## src/rtl/spi_sclk_gen_pkg.sv

```systemverilog
package spi_sclk_gen_pkg;

  // Strobes from the control to the datapath for one reference cycle.
  typedef struct packed {
    logic advance;   // add the step to the accumulator
    logic clearAll;  // idle cycle: clear every accumulator bit
  } sclkCtl_t;

endpackage

```

## src/rtl/sclk_ctrl.sv

```systemverilog
module sclk_ctrl
  import spi_sclk_gen_pkg::*;
#(
  parameter int FREQ_W = 14,
  parameter int ACC_W  = 11
) (
  input  logic              gateEn,
  input  logic              runReq,
  input  logic              restartEn,
  input  logic [FREQ_W-1:0] freqWord,
  output sclkCtl_t          ctl,
  output logic [ACC_W-1:0]  step
);
  localparam int MAX_STEP = 1 << (ACC_W - 1);
  localparam logic [FREQ_W-1:0] STEP_LIMIT = FREQ_W'(MAX_STEP);

  logic running;

  always_comb begin
    running = gateEn && runReq && (freqWord != '0);
    if (freqWord >= STEP_LIMIT) step = ACC_W'(MAX_STEP);
    else                        step = freqWord[ACC_W-1:0];
    ctl.advance  = running;
    ctl.clearAll = !running && restartEn;
  end
endmodule

```

## src/rtl/sclk_dp.sv

```systemverilog
module sclk_dp
  import spi_sclk_gen_pkg::*;
#(
  parameter int ACC_W = 11
) (
  input  logic             clk,
  input  logic             rstN,
  input  sclkCtl_t         ctl,
  input  logic [ACC_W-1:0] step,
  input  logic             launchRise,
  input  logic             latchRise,
  input  logic             clkPol,
  output logic             sclk,
  output logic             launchEn,
  output logic             latchEn
);
  localparam int MSB = ACC_W - 1;

  logic [ACC_W-1:0] acc, accNext;
  logic phaseFlip, pinNew;

  always_comb begin
    if (ctl.advance)       accNext = acc + step;
    else if (ctl.clearAll) accNext = '0;
    else                   accNext = {1'b0, acc[MSB-1:0]};
    phaseFlip = ctl.advance && (accNext[MSB] != acc[MSB]);
    pinNew    = clkPol ^ accNext[MSB];
  end

  always_ff @(posedge clk or negedge rstN) begin
    if (!rstN) begin
      acc      <= '0;
      launchEn <= 1'b0;
      latchEn  <= 1'b0;
    end else begin
      acc      <= accNext;
      launchEn <= phaseFlip && (pinNew == launchRise);
      latchEn  <= phaseFlip && (pinNew == latchRise);
    end
  end

  assign sclk = clkPol ^ acc[MSB];
endmodule

```

## src/rtl/spi_sclk_gen.sv

```systemverilog
module spi_sclk_gen
  import spi_sclk_gen_pkg::*;
#(
  parameter int FREQ_W = 14,
  parameter int ACC_W  = 11
) (
  input  logic              clk,
  input  logic              rstN,
  input  logic              gateEn,
  input  logic              runReq,
  input  logic [FREQ_W-1:0] freqWord,
  input  logic              restartEn,
  input  logic              launchRise,
  input  logic              latchRise,
  input  logic              clkPol,
  output logic              sclk,
  output logic              launchEn,
  output logic              latchEn
);
  sclkCtl_t         ctl;
  logic [ACC_W-1:0] step;

  sclk_ctrl #(.FREQ_W(FREQ_W), .ACC_W(ACC_W)) uCtrl (
    .gateEn(gateEn), .runReq(runReq), .restartEn(restartEn),
    .freqWord(freqWord), .ctl(ctl), .step(step)
  );

  sclk_dp #(.ACC_W(ACC_W)) uDp (
    .clk(clk), .rstN(rstN), .ctl(ctl), .step(step),
    .launchRise(launchRise), .latchRise(latchRise), .clkPol(clkPol),
    .sclk(sclk), .launchEn(launchEn), .latchEn(latchEn)
  );
endmodule

```

## config.mk

```make
export PLATFORM = sky130hd
export DESIGN_NAME = spi_sclk_gen
export DESIGN_NICKNAME = d
export VERILOG_FILES = /design/src/rtl/spi_sclk_gen_pkg.sv /design/src/rtl/sclk_ctrl.sv /design/src/rtl/sclk_dp.sv /design/src/rtl/spi_sclk_gen.sv
export SDC_FILE = /design/constraint.sdc
export NUM_CORES = 1
export LEC_CHECK = 0
export ABC_AREA = 1
export BUFFER_PORTS_ARGS = -buffer_cell sky130_fd_sc_hd__buf_2
export CAP_MARGIN = 15
export CORE_MARGIN = 4
export CORE_UTILIZATION = 59
export CTS_CLUSTER_DIAMETER = 200
export DETAILED_ROUTE_END_ITERATION = 12
export PLACE_DENSITY_LB_ADDON = 0.08
export SYNTH_ARGS = -nofsm -noshare
export SYNTH_HDL_FRONTEND = slang
export SYNTH_SLANG_ARGS = --single-unit
```

## constraint.sdc

```tcl
create_clock -name clk -period 5.2 [get_ports clk]
set_input_delay 0.26 -clock clk [delete_from_list [all_inputs] [get_ports clk]]
set_output_delay 0.26 -clock clk [all_outputs]
set_load 0.02 [all_outputs]
```

; Yosys cells after proc, flatten, opt, wreduce, memory -nomap -nowiden
; Index checks and enable logic that the tools add are counted.
[op_classes]
n_mux = 3
n_addsub = 1
n_lt_le_gt_ge = 1
n_bitwise = 2
reduce_logical = 9
n_eq_ne = 3
[op_table]
columns = op, count
row1 = 11-bit two-way mux, 2
row2 = 14-bit by 11-bit >= comparator with 1-bit output (second input constant), 1
row3 = 14-bit nonzero test, 1
row4 = 11-bit adder, 1
row5 = 10-bit two-way mux, 1
row6 = 1-bit logical AND, 6
row7 = 1-bit equality test, 2
row8 = 2-bit nonzero test, 1
row9 = 1-bit bitwise XOR, 2
row10 = 1-bit zero test, 1
row11 = 1-bit inequality test, 1
[totals]
out_inout_bits = 3
reg_bits = 13
input_bits = 22
word_cells = 23

; Longest topological paths before layout
; Gate-level depths: netlist (run 1).
[logic_depth]
word_depth = 9
ltp_mapped = 17
ltp_nobuf = 16

; By module
; Synthesis (run 1) repeated with hierarchy kept, for this count alone.
[unflattened]
cells_unflattened = 172
hier_area_um2 = 1191.1
[modules_own_cells]
columns = mod, seq_area_each_um2, n_inst, cells_each, area_per_inst_um2
row1 = sclk_dp, 325.3, 1, 132, 1024.7
row2 = sclk_ctrl, 0.0, 1, 40, 166.4

; Worst setup path before layout (run 1)
; Ideal clock, no wire load.
[synth_timing]
path_kind = input to register
from = input port freqWord[11]
to = register uDp.latchEn
path_buffers = 1
arrival_time_ns = 2.054
path_slack_ns = 3.020
cell_stages = 15
path_cell_list = nor2_2 nand2_2 clkbuf_1 nor2_1 ha_1 inv_1 fa_1 inv_1 nand3_2 nand4_1 nand3_2 nand2_1 nand3b_1 nand2_1 nor2_1
[synth_between]
elab_chain_cells = 7
elab_cells_between_ends = 11
classes_between = 1 x add/sub / 1 x order compare / 2 x eq/ne / 2 x mux / 1 x bitwise / 4 x reduce/logical
[synth_rtl]
columns = element, line
row1 = "start, declared", spi_sclk_gen.sv:11  ; input logic [FREQ_W-1:0] freqWord,
row2 = 14-bit by 11-bit >= comparator with 1-bit output, sclk_ctrl.sv:21  ; if (freqWord >= STEP_LIMIT) step = ACC_W'(MAX_STEP);
row3 = 11-bit two-way mux, sclk_ctrl.sv:21
row4 = 11-bit adder, sclk_dp.sv:23  ; if (ctl.advance) accNext = acc + step;
row5 = 11-bit two-way mux, sclk_dp.sv:23
row6 = 1-bit bitwise XOR / 1-bit inequality test (equally long branches), "sclk_dp.sv:27, sclk_dp.sv:26"
row7 = 1-bit equality test / 1-bit logical AND (equally long branches), "sclk_dp.sv:38, sclk_dp.sv:26"
row8 = 1-bit logical AND *, sclk_dp.sv:38  ; latchEn <= phaseFlip && (pinNew == latchRise);
row9 = "end signal, assigned", sclk_dp.sv:38
row10 = "end, declared", sclk_dp.sv:15  ; output logic latchEn
; Every way passes the cells marked *; elsewhere a longest branch is shown, timed or not.
; A chain may end at the register's enable or synchronous reset.

; Final worst setup path (run 1)
[layout_timing]
from = input port freqWord[11]
to = register uDp.launchEn
[layout_between]
elab_chain_cells = 7
elab_cells_between_ends = 11
classes_between = 1 x add/sub / 1 x order compare / 2 x eq/ne / 2 x mux / 1 x bitwise / 4 x reduce/logical
[layout_rtl]
columns = element, line
row1 = 14-bit by 11-bit >= comparator with 1-bit output, sclk_ctrl.sv:21
row2 = 11-bit two-way mux, sclk_ctrl.sv:21
row3 = 11-bit adder, sclk_dp.sv:23
row4 = 11-bit two-way mux, sclk_dp.sv:23
row5 = 1-bit bitwise XOR / 1-bit inequality test (equally long branches), "sclk_dp.sv:27, sclk_dp.sv:26"
row6 = 1-bit equality test / 1-bit logical AND (equally long branches), "sclk_dp.sv:37, sclk_dp.sv:26"
row7 = 1-bit logical AND *, sclk_dp.sv:37  ; launchEn <= phaseFlip && (pinNew == launchRise);
row8 = "end signal, assigned", sclk_dp.sv:37
row9 = "end, declared", sclk_dp.sv:14  ; output logic launchEn,
; Marked as above.

==> results of run 1 <==
## final cells by class
class	instances	area (um^2)	share of cell area, %
Multi-Input combinational cell	121	787	55.3
Clock buffer	4	26.3	1.85
Sequential cell	13	325	22.9
Timing Repair Buffer	25	130	9.15
Tap cell	27	33.8	2.37
Inverter	32	120	8.44
## critical path: stages
cell     delay [ps]
buf_2           100
nor2_2          130
nand2_2         210
nor2_1          150
ha_1            200
inv_1            80
fa_1            400
inv_1           120
nand3_2         100
nand4_1         170
nand3_2         120
nand2_1         100
nand3_1          70
nand2_1          70
nor2_1           40
## power by group
group	total, mW	internal, mW	leakage [nW]	switching [mW]
clock network	0.0666	0.0297	0.0150	0.0369
logic	0.0472	0.0184	0.564	0.0288
registers	0.106	0.104	0.179	0.00168
total	0.219	0.152	0.758	0.0674
## cells by family (layout without fill, tap and decap cells)
| family | count (synthesis) | count (layout) |
|---|---|---|
| and+or+nand+nor | 76 | 76 |
| AOI/OAI and AO/OA | 29 | 29 |
| DFF | 13 | 13 |
| xor gates and xnor gates | 5 | 5 |
| buffers and inverters | 34 | 61 |
| adders and majority gates | 11 | 11 |
## how the worst max path moves through the flow
stage                         to  slack, ps
finish              uDp.launchEn       3040
global placement    uDp.launchEn       2880
CTS                  uDp.latchEn       3040
detailed placement   uDp.latchEn       2740
floorplan            uDp.latchEn       3020
global route        uDp.launchEn       2820
## layout by cell type, fill, tap and decap left out, drive strengths merged
master / synthesis / final
a21boi: 1 / 1
a21o: 1 / 1
a21oi: 10 / 10
a31oi: 1 / 1
buf: 1 / 24
clkbuf: 1 / 4
dfrtp: 13 / 13
dlygate4sd3: 0 / 1
fa: 1 / 1
ha: 10 / 10
inv: 32 / 32
nand2: 32 / 32
nand3: 10 / 10
nand3b: 3 / 3
nand4: 4 / 4
nor2: 24 / 24
nor3: 2 / 2
o21ai: 8 / 8
o21bai: 1 / 1
o22ai: 6 / 6
o32ai: 1 / 1
or2: 1 / 1
xor2: 5 / 5
## sequential cells by signal, summed over array words and instances, names as in the netlist
name	cells
uDp.acc	11
uDp.latchEn	1
uDp.launchEn	1
## routing by layer
| metal | routed length [um] | global-route usage [%] | vias up |
|---|---|---|---|
| li1 | - | - | 602 |
| met1 | 1250 | 28.7 | 522 |
| met2 | 1350 | 36.1 | 35 |
| met3 | 140 | 4.16 | 2 |
| met4 | 8 | 3.73 | 0 |
| met5 | 0 | 0 | - |
==> results.md, run 1 <==
- Outcome: complete, no violations
- Die H: 54.0 um
- Antenna diodes: 0
- Post-synthesis compound-gate area fraction: 19.0%
- Top cells by count, synth: 31 x inv_1, 30 x nand2_1, 19 x nor2_1
- Max_slew headroom: 59.2%
- Fmax: 462 MHz
- Dpl ws: 2740 ps
- Post-synthesis simple-gate area fraction: 29.0%
- Worst-Margin Slew: 611 ps
- DR iter-0 viols: 14
- Post-CTS Setup Repair Bufs: 0
- Crit path required time: 5360 ps
- Mux contribution to synthesized area: 0%
- DIE AREA: 2910 um^2
- Netlist cell types: 31
- Yosys warning count: 0
- CTS tree: yes
- Post-layout worst setup margin: 3040 ps
- Total congestion overflow: 0
- Post-DP HPWL: 2200 um
- Worst reg-to-reg setup slack: 3270 ps
- Avg Vias per Cell: 5.23
- P&R area growth vs syn: 14.0%
- Htree depth: 1
- First-pass GRT wire length: 4600 um
- Sequential area share after synthesis: 26.1%
- Hold_ws: 267 ps
- GRT Util Overall: 21.5%
- Root Buffer: clkbuf_4
- Finished Layout Cells: 222
- RR Endpoint: uDp.launchEn
- Clk buf depth: 2
- Worst-path clk slew: 90 ps
- Design Power: 0.219 mW
- Register bit total from synthesis: 13
- Sum Neg Setup Slack: 0 ps
- Synth Area in XOR/XNOR: 3.51%
- RSZ-0062 raised after global routing: false
- Slew Limit Fails: 0
- Area of placed instances: 1390 um^2
- Post_cts resized: 0
- DRT Pass-1 Iters: 4
- Fin crit period: 2160 ps
- Rows: 16
- CP Class: in -> reg
- Pwr per Cell Area: 154 nW/um^2
- Max Clock Skew: 5.12 ps
- Top-count cell post-synth: inv_1
- Final Util: 71.8%
- Synth async-reset ratio: 100%
- CTS Buf Count: 3
- Vias in the first global route: 1,100
- Crit path max fanout: 14
- CTS sink count: 13
- Initial core utilization: 62.9%
- Worst skew pair latency: 280 ps
- DR vias: 1,161
- PortBufs: 24
- Max IR drop VDD: 0.000130 V
- Wire length per cell: 12.4 um
- EDFF count, synth: 0
- Largest family of logic cells by synthesized area: simple AND/OR/NAND/NOR gates
- Fill cell count: 155
- CP startpoint kind: input port
- Final nets: 229
- Worst reg2reg path depth: 11
- WL final: 2750 um
- Final GP Congestion: 0.887
- Synth area leaders: dfrtp_1 26%, ha_1 10%, inv_1 9.3%
- Max-Cap Viols: 0
- Synth area leader: dfrtp_1
- Core ar.: 1980 um^2
- Die width: 54.0 um
- Syn_area_per_cell: 7.43 um^2
- Worst Setup SP: freqWord[11]
- Critical Path AT: 2320 ps
- Final setup fails: 0
- Post-DRT Antenna Nets: 0
- Hold Crit Depth: 4
- Finished Cell Area: 1420 um^2
- Largest net degree at the start of global routing: 15
- Mapped cell area: 1250 um^2
- Syn nets: 201
- Reg2Reg Launch Point: uDp.acc[0]
- # IOs: 25
- Most used DFF post-synth: dfrtp_1
- Hold Buf Count CTS: 1
- Share of layout cells above drive strength 1: 25.6%
- DP Cell Count: 217
- Syn Inst Count: 168
- Final hold viol count: 0
- Post-Synth Adder-Cell Area: 11.6%
- Area share of the largest cell type after synthesis: 26.1%
- Worst hold path type: in -> reg
- Period utilisation layout: 41.6%
- Worst hold start: launchRise
- CP endpoint kind: flip-flop
- Antenna violations before repair: 0
- Worst hold endpoint: uDp.launchEn
- DRC: 0
- LEAKAGE: 0.758 nW
No activity file was read; power rests on OpenSTA's default activity.
==> run 2: changes to the inputs <==
Settings changed: CORE_UTILIZATION 59 to 49.
Clock period 5.2 ns to 1.88 ns, I/O delays scaled along.
==> run 2 against run 1 <==
  * Register-to-register slack lost 3200 ps
  * Via count grew 11%
  * Die area grew 17%
  * Hold slack lost 160 ps
  * Combinational power grew to 3.4 times the previous value
  * Power grew to 3.0 times the previous value
  * Final cell count grew 10%
  * Non-clock buffer count grew 20
  * First-iteration DRC count grew 79%
==> results.md, run 2 (same netlist as run 1, synthesis figures left out) <==
- Crit path required time: 2050 ps (was 5360 ps)
- DIE AREA: 3420 um^2 (was 2910 um^2)
- Max Clock Skew: 2.44 ps (was 5.12 ps)
- DR vias: 1,291 (was 1,161)
- DR iter-0 viols: 25 (was 14)
- Post-DRT Antenna Nets: 0 (unchanged)
- Hold Crit Depth: 4 (unchanged)
- Avg Vias per Cell: 5.27 (was 5.23)
- Worst reg-to-reg setup slack: 60 ps (was 3270 ps)
- Largest regs: uDp.acc (11), uDp.latchEn (1), uDp.launchEn (1) (unchanged)
- RSZ-0062 raised after global routing: true (was false)
- Worst hold path type: in -> reg (unchanged)
- Vias in the first global route: 1,317 (was 1,100)
- Crit path max fanout: 3 (was 14)
- Sequential Power Share: 45.3% (was 48.1%)
- Commonest non-fill, non-tap cell in the layout: inv_1 (unchanged)
- Post-DP HPWL: 2680 um (was 2200 um)
- Clock share of power: 29.9% (was 30.3%)
- Worst skew pair latency: 290 ps (was 280 ps)
- Met3 usage: 2.85% (was 4.16%)
- Largest Register: uDp.acc (unchanged)
- First-pass GRT wire length: 5490 um (was 4600 um)
- Die width: 58.5 um (was 54.0 um)
- Outcome: complete, no violations (unchanged)
- Worst hold endpoint: uDp.latchEn (was uDp.launchEn)
- Htree depth: 1 (unchanged)
- Final Util: 68.1% (was 71.8%)
- CP Class: reg -> reg (was in -> reg)
- Worst-Margin Slew: 590 ps (was 611 ps)
- Share of layout cells above drive strength 1: 40.9% (was 25.6%)
- Grt met2 use: 37.3% (was 36.1%)
- Worst hold start: latchRise (was launchRise)
- Rows: 18 (was 16)
- Net Sw Frac: 32.2% (was 30.7%)
- Max_slew headroom: 60.7% (was 59.2%)
- Largest net degree at the start of global routing: 14 (was 15)
- Finished Layout Cells: 245 (was 222)
- Pwr per Cell Area: 388 nW/um^2 (was 154 nW/um^2)
- Wire length per cell: 13.9 um (was 12.4 um)
- GRT Util Overall: 20.7% (was 21.5%)
- Period utilisation layout: 96.8%
- CP startpoint kind: flip-flop (was input port)
- P&R area growth vs syn: 34.1% (was 14.0%)
- CTS sink count: 13 (unchanged)
- Internal power: 0.440 mW (was 0.152 mW)
- Fmax: 550 MHz
- CTS tree: yes (unchanged)
- Comb pwr share: 24.8% (was 21.5%)
- Met1 Usage GRT: 25.0% (was 28.7%)
- Antenna violations before repair: 0 (unchanged)
- Commonest non-fill, non-tap cells in the layout: 29 x inv_1, 27 x nand2_1, 24 x buf_2, 20 x buf_4, 14 x nor2_1 (was 31 x inv_1, 30 x nand2_1, 24 x buf_2, 19 x nor2_1, 13 x dfrtp_1)
- Die H: 58.5 um (was 54.0 um)
- Clk buf depth: 2 (unchanged)
- Worst reg2reg path depth: 11 (unchanged)
- CP endpoint kind: flip-flop (unchanged)
- NetSw: 0.208 mW (was 0.0674 mW)
- Reg2Reg Launch Point: uDp.acc[0] (unchanged)
- Max-Cap Viols: 0 (unchanged)
- LEAKAGE: 0.844 nW (was 0.758 nW)
- WL final: 3410 um (was 2750 um)
- DP Cell Count: 238 (was 217)
- Final nets: 249 (was 229)
- Dpl ws: -182 ps (was 2740 ps)
- Initial core utilization: 50.8% (was 62.9%)
- Finished Cell Area: 1670 um^2 (was 1420 um^2)
- Most used routing layer: met2 (unchanged)
- RR Endpoint: uDp.latchEn (was uDp.launchEn)
- Core ar.: 2450 um^2 (was 1980 um^2)
- CTS Buf Count: 3 (unchanged)
- Final setup fails: 0 (unchanged)
- Final hold viol count: 0 (unchanged)
- Max IR drop VDD: 0.000398 V (was 0.000130 V)
- Max reg flops: 11 (unchanged)
- Root Buffer: clkbuf_4 (unchanged)
- # IOs: 25 (unchanged)
- DRC: 0 (unchanged)
- Post-layout worst setup margin: 60.3 ps (was 3040 ps)
- Total congestion overflow: 0 (unchanged)
- Area of placed instances: 1540 um^2 (was 1390 um^2)
- Antenna diodes: 0 (unchanged)
- Final GP Congestion: 0.813 (was 0.887)
- DRT Pass-1 Iters: 5 (was 4)
- Sum Neg Setup Slack: 0 ps (unchanged)
- Worst-path clk slew: 90 ps (about the same)
- Slew Limit Fails: 0 (unchanged)
- Critical Path AT: 1990 ps (was 2320 ps)
- Fin crit period: 1820 ps
- PortBufs: 24 (unchanged)
==> run 2: final cells by class <==
type                    instances  area [um^2]
repair buffers                 45          280
clock buffers                   4         26.3
flip-flops and latches         13          325
fillers                       215          782
inverters                      32          120
well taps                      30         37.5
multi-input cells             121          883
==> run 2: worst max-delay path, cell delays in order (launching register included) <==
cell      delay, ps
dfrtp_1         370
ha_2            190
inv_2            50
fa_2            350
inv_2            80
nand3_2          90
nand4_1         140
nand3_2         140
nand2_2          90
nand3b_1         80
nand2_1          90
nor2_2           40
==> run 2: power groups by stage <==
stage | registers [mW] | logic, mW | clock network (mW)
6_report | 0.294 | 0.161 | 0.194
5_1_grt | 0.295 | 0.178 | 0.206
4_1_cts | 0.293 | 0.150 | 0.193
3_5_place_dp | 0.298 | 0.148 | 0
3_3_place_gp | 0.298 | 0.143 | 0
2_1_floorplan | 0.300 | 0.0818 | 0
==> run 2: worst max path at each step <==
stage,start,to,cells past startpoint
global route,freqWord[11],uDp.latchEn,17
global placement,freqWord[11],uDp.acc[7],13
detailed placement,freqWord[11],uDp.latchEn,18
floorplan,freqWord[11],uDp.latchEn,15
finish,uDp.acc[0],uDp.latchEn,11
CTS,uDp.acc[4],uDp.latchEn,13
==> run 2: timing repair <==
item / CTS / global route
resized for setup: 0 / 13
endpoints found under the hold margin: 13 / 0
setup endpoints to repair: 0 / 5
setup buffers: 0 / 2
hold buffers: 1 / 0
==> run 2: layer usage <==
layer	wire length [um]	up-vias
met5	0	-
met4	89	0
met3	136	12
met2	1690	37
met1	1490	602
li1	-	640
==> run 2: through the flow <==
| stage | power [mW] | hold slack [ps] |
|---|---|---|
| CTS | 0.636 | 97.9 |
| global placement | 0.440 | 8.91 |
| floorplan | 0.382 | -202 |
| detailed placement | 0.446 | 13.0 |
| finish | 0.648 | 106 |
| global route | 0.679 | 131 |
==> run 3: changes to the inputs <==
Settings changed: ABC_AREA 1 to 0, CORE_UTILIZATION 49 to 48, CTS_CLUSTER_DIAMETER 200 to 50.
==> run 3 against run 2 <==
  * The run now ends with setup timing left
  * Utilization grew 10 points
  * Hold slack lost 35 ps
  * Combinational power shrank 7%
  * Clock-buffer cell count is the same
  * Fmax shrank 13%
  * Largest cell class unchanged
  * Clock power is essentially flat
==> results.md, run 3 <==
- Synth area leaders: dfrtp_1 28%, ha_1 11%, and2_1 5.5% (was dfrtp_1 26%, ha_1 10%, inv_1 9.3%)
- Sum Neg Setup Slack: -642 ps (was 0 ps)
- Crit path max fanout: 4 (was 3)
- Max IR drop VDD: 0.000395 V (was 0.000398 V)
- DRT Pass-1 Iters: 4 (was 5)
- Netlist cell types: 40 (was 31)
- Worst hold endpoint: uDp.latchEn (unchanged)
- Area of the multi-input gates: 940 um^2 (was 883 um^2)
- Core ar.: 2230 um^2 (was 2450 um^2)
- Hold_ws: 70.3 ps (was 106 ps)
- Syn nets: 162 (was 201)
- Worst-Margin Slew: 403 ps (was 590 ps)
- Vias in the first global route: 1,306 (was 1,317)
- RR Endpoint: uDp.acc[10] (was uDp.latchEn)
- Fill cell count: 153 (was 215)
- Largest net degree at the start of global routing: 14 (unchanged)
- Die width: 56.9 um (was 58.5 um)
- Violated checks: setup timing
- Max-Cap Viols: 0 (unchanged)
- Register bit total from synthesis: 13 (unchanged)
- CTS tree: yes (unchanged)
- Final GP Congestion: 0.877 (was 0.813)
- Final hold viol count: 0 (unchanged)
- Total congestion overflow: 0 (unchanged)
- DIE AREA: 3240 um^2 (was 3420 um^2)
- CTS sink count: 13 (unchanged)
- Root Buffer: clkbuf_4 (unchanged)
- Initial core utilization: 51.4% (was 50.8%)
- Antenna diodes: 0 (unchanged)
- Final setup fails: 5 (was 0)
- Crit path required time: 2090 ps (was 2050 ps)
- Largest Register: uDp.acc (unchanged)
- Pwr per Cell Area: 363 nW/um^2 (was 388 nW/um^2)
- Post-DRT Antenna Nets: 0 (unchanged)
- CTS Buf Count: 3 (unchanged)
- Commonest non-fill, non-tap cell in the layout: buf_4 (was inv_1)
- Finished Cell Area: 1750 um^2 (was 1670 um^2)
- Hold Crit Depth: 3 (was 4)
- Top-count cell post-synth: dfrtp_1 (was inv_1)
- Max Clock Skew: 8.05 ps (was 2.44 ps)
- Commonest non-fill, non-tap cells in the layout: 34 x buf_4, 22 x buf_2, 13 x dfrtp_1, 8 x nand2_1, 8 x nand3b_1 (was 29 x inv_1, 27 x nand2_1, 24 x buf_2, 20 x buf_4, 14 x nor2_1)
- Period utilisation layout: 111% (was 96.8%)
- Wire length per cell: 16.8 um (was 13.9 um)
- WL final: 3660 um (was 3410 um)
- Max_slew headroom: 73.0% (was 60.7%)
- Finished Layout Cells: 218 (was 245)
- Most used DFF post-synth: dfrtp_1 (unchanged)
- Max reg flops: 11 (unchanged)
- Outcome: complete, but fails checks (was complete, no violations)
- Slew Limit Fails: 0 (unchanged)
- Fmax: 479 MHz (was 550 MHz)
- Worst skew pair latency: 300 ps (was 290 ps)
- Seq. cell area: 325 um^2 (unchanged)
- Syn Inst Count: 129 (was 168)
- LEAKAGE: 0.858 nW (was 0.844 nW)
- Worst Setup SP: freqWord[12] (was uDp.acc[0])
- RSZ-0062 raised after global routing: true (unchanged)
- Post-layout worst setup margin: -207 ps (was 60.3 ps)
- Share of layout cells above drive strength 1: 47.4% (was 40.9%)
- CP startpoint kind: input port (was flip-flop)
- Clk buf depth: 2 (unchanged)
- CP endpoint kind: flip-flop (unchanged)
- Synth async-reset ratio: 100% (unchanged)
- P&R area growth vs syn: 52.9% (was 34.1%)
- DRC: 0 (unchanged)
- Worst hold path type: in -> reg (unchanged)
- GRT Util Overall: 23.8% (was 20.7%)
- Largest regs: uDp.acc (11), uDp.latchEn (1), uDp.launchEn (1) (unchanged)
- Area of placed instances: 1530 um^2 (was 1540 um^2)
- Worst hold start: latchRise (unchanged)
- Critical Path AT: 2300 ps (was 1990 ps)
- Worst-path clk slew: 80 ps (was 90 ps)
- Reg2Reg Launch Point: uDp.acc[0] (unchanged)
- Sequential area share after synthesis: 28.4% (was 26.1%)
- Worst reg-to-reg setup slack: -160 ps (was 60 ps)
- Rows: 17 (was 18)
- CP Class: in -> reg (was reg -> reg)
- Dpl ws: -491 ps (was -182 ps)
- Synth area leader: dfrtp_1 (unchanged)
- Final nets: 224 (was 249)
- Top cells by count, synth: 13 x dfrtp_1, 10 x and2_1, 10 x ha_1 (was 31 x inv_1, 30 x nand2_1, 19 x nor2_1)
- Area share of the largest cell type after synthesis: 28.4% (was 26.1%)
- Antenna violations before repair: 0 (unchanged)
- Yosys warning count: 0 (unchanged)
- DP Cell Count: 205 (was 238)
- DR iter-0 viols: 39 (was 25)
- Htree depth: 1 (unchanged)
- # IOs: 25 (unchanged)
- Die H: 56.9 um (was 58.5 um)
- Worst reg2reg path depth: 8 (was 11)
- Syn_area_per_cell: 8.89 um^2 (was 7.43 um^2)
- PortBufs: 24 (unchanged)
- EDFF count, synth: 0 (unchanged)
- Fin crit period: 2090 ps (was 1820 ps)
- DR vias: 1,280 (was 1,291)
- Avg Vias per Cell: 5.87 (was 5.27)
- Mapped cell area: 1150 um^2 (was 1250 um^2)
- First-pass GRT wire length: 6040 um (was 5490 um)
- Post-DP HPWL: 2480 um (was 2680 um)
-- run 3: cell count changes in the layout (fill, tap and decap cells not counted), sizes merged, moves of 9 or more --
cell / change
inv: -27
nand2: -23
buf: +15
nand3: -9
and2: +10
nor2: -19
-- run 3: per-stage QoR --
stage / utilization, % / total power, mW
2_1_floorplan: - / 0.363
3_3_place_gp: 68.5 / 0.424
3_5_place_dp: 68.5 / 0.428
4_1_cts: 76.0 / 0.626
5_1_grt: 78.5 / 0.675
6_report: 78.5 / 0.636
-- run 3: kinds of logic after synthesis --
group	after synthesis	synth area share, %
adder cells (fa/ha/maj)	11	12.7
XOR/XNOR	6	4.58
AO/OA/AOI/OAI	33	19.1
flip-flops	13	28.4
AND/OR/NAND/NOR	56	30.1
buffers and inverters	8	3.38
multiplexers	2	1.85
-- run 3: repair_timing --
item | 4_1_cts | 5_1_grt
buffers inserted | 3 | 5
pin swaps | 5 | 6
endpoints found under the setup margin | 5 | 7
gates resized for setup | 21 | 3
endpoints found under the hold margin | 13 | 0
hold buffers | 1 | 0
-- run 3: cell type report --
class | count | share of cell area, %
multi-input combinational | 108 | 53.6
timing repair buffer | 60 | 23.3
sequential | 13 | 18.5
tap | 28 | 2.00
clock buffer | 4 | 1.50
inverter | 5 | 1.07
-- run 3: where the power goes --
part | switching [mW] | leakage, nW | internal (mW) | total [mW]
Clock | 0.110 | 0.0150 | 0.0828 | 0.193
Combinational | 0.0761 | 0.664 | 0.0730 | 0.149
Sequential | 0.00589 | 0.179 | 0.288 | 0.294
-- run 3: how the worst max path moves through the flow --
| stage | endpoint | slack [ps] | cells after the start |
|---|---|---|---|
| global route | uDp.acc[10] | -250 | 11 |
| global placement | uDp.acc[8] | -410 | 11 |
| finish | uDp.acc[10] | -210 | 11 |
| floorplan | uDp.acc[8] | -390 | 11 |
| detailed placement | uDp.acc[8] | -490 | 11 |
| CTS | uDp.launchEn | -100 | 11 |
-- run 3: per-layer routing --
layer | GRT usage (%) | wire, um | vias to the layer above | part of all wire, %
met4 | 7.95 | 99 | 0 | 2.7
met1 | 29.5 | 1510 | 622 | 41
met3 | 3.68 | 162 | 11 | 4.4
li1 | - | - | 601 | -
met5 | 0 | 0 | - | 0
met2 | 41.4 | 1880 | 46 | 51
-- run 3: critical path, stage by stage --
cell,delay [ps]
buf_6,100
nor4_4,340
and2_1,190
ha_2,200
inv_2,40
fa_2,330
nand2b_4,170
a2111oi_4,330
o21ai_1,150
nand3_4,120
mux2i_2,220
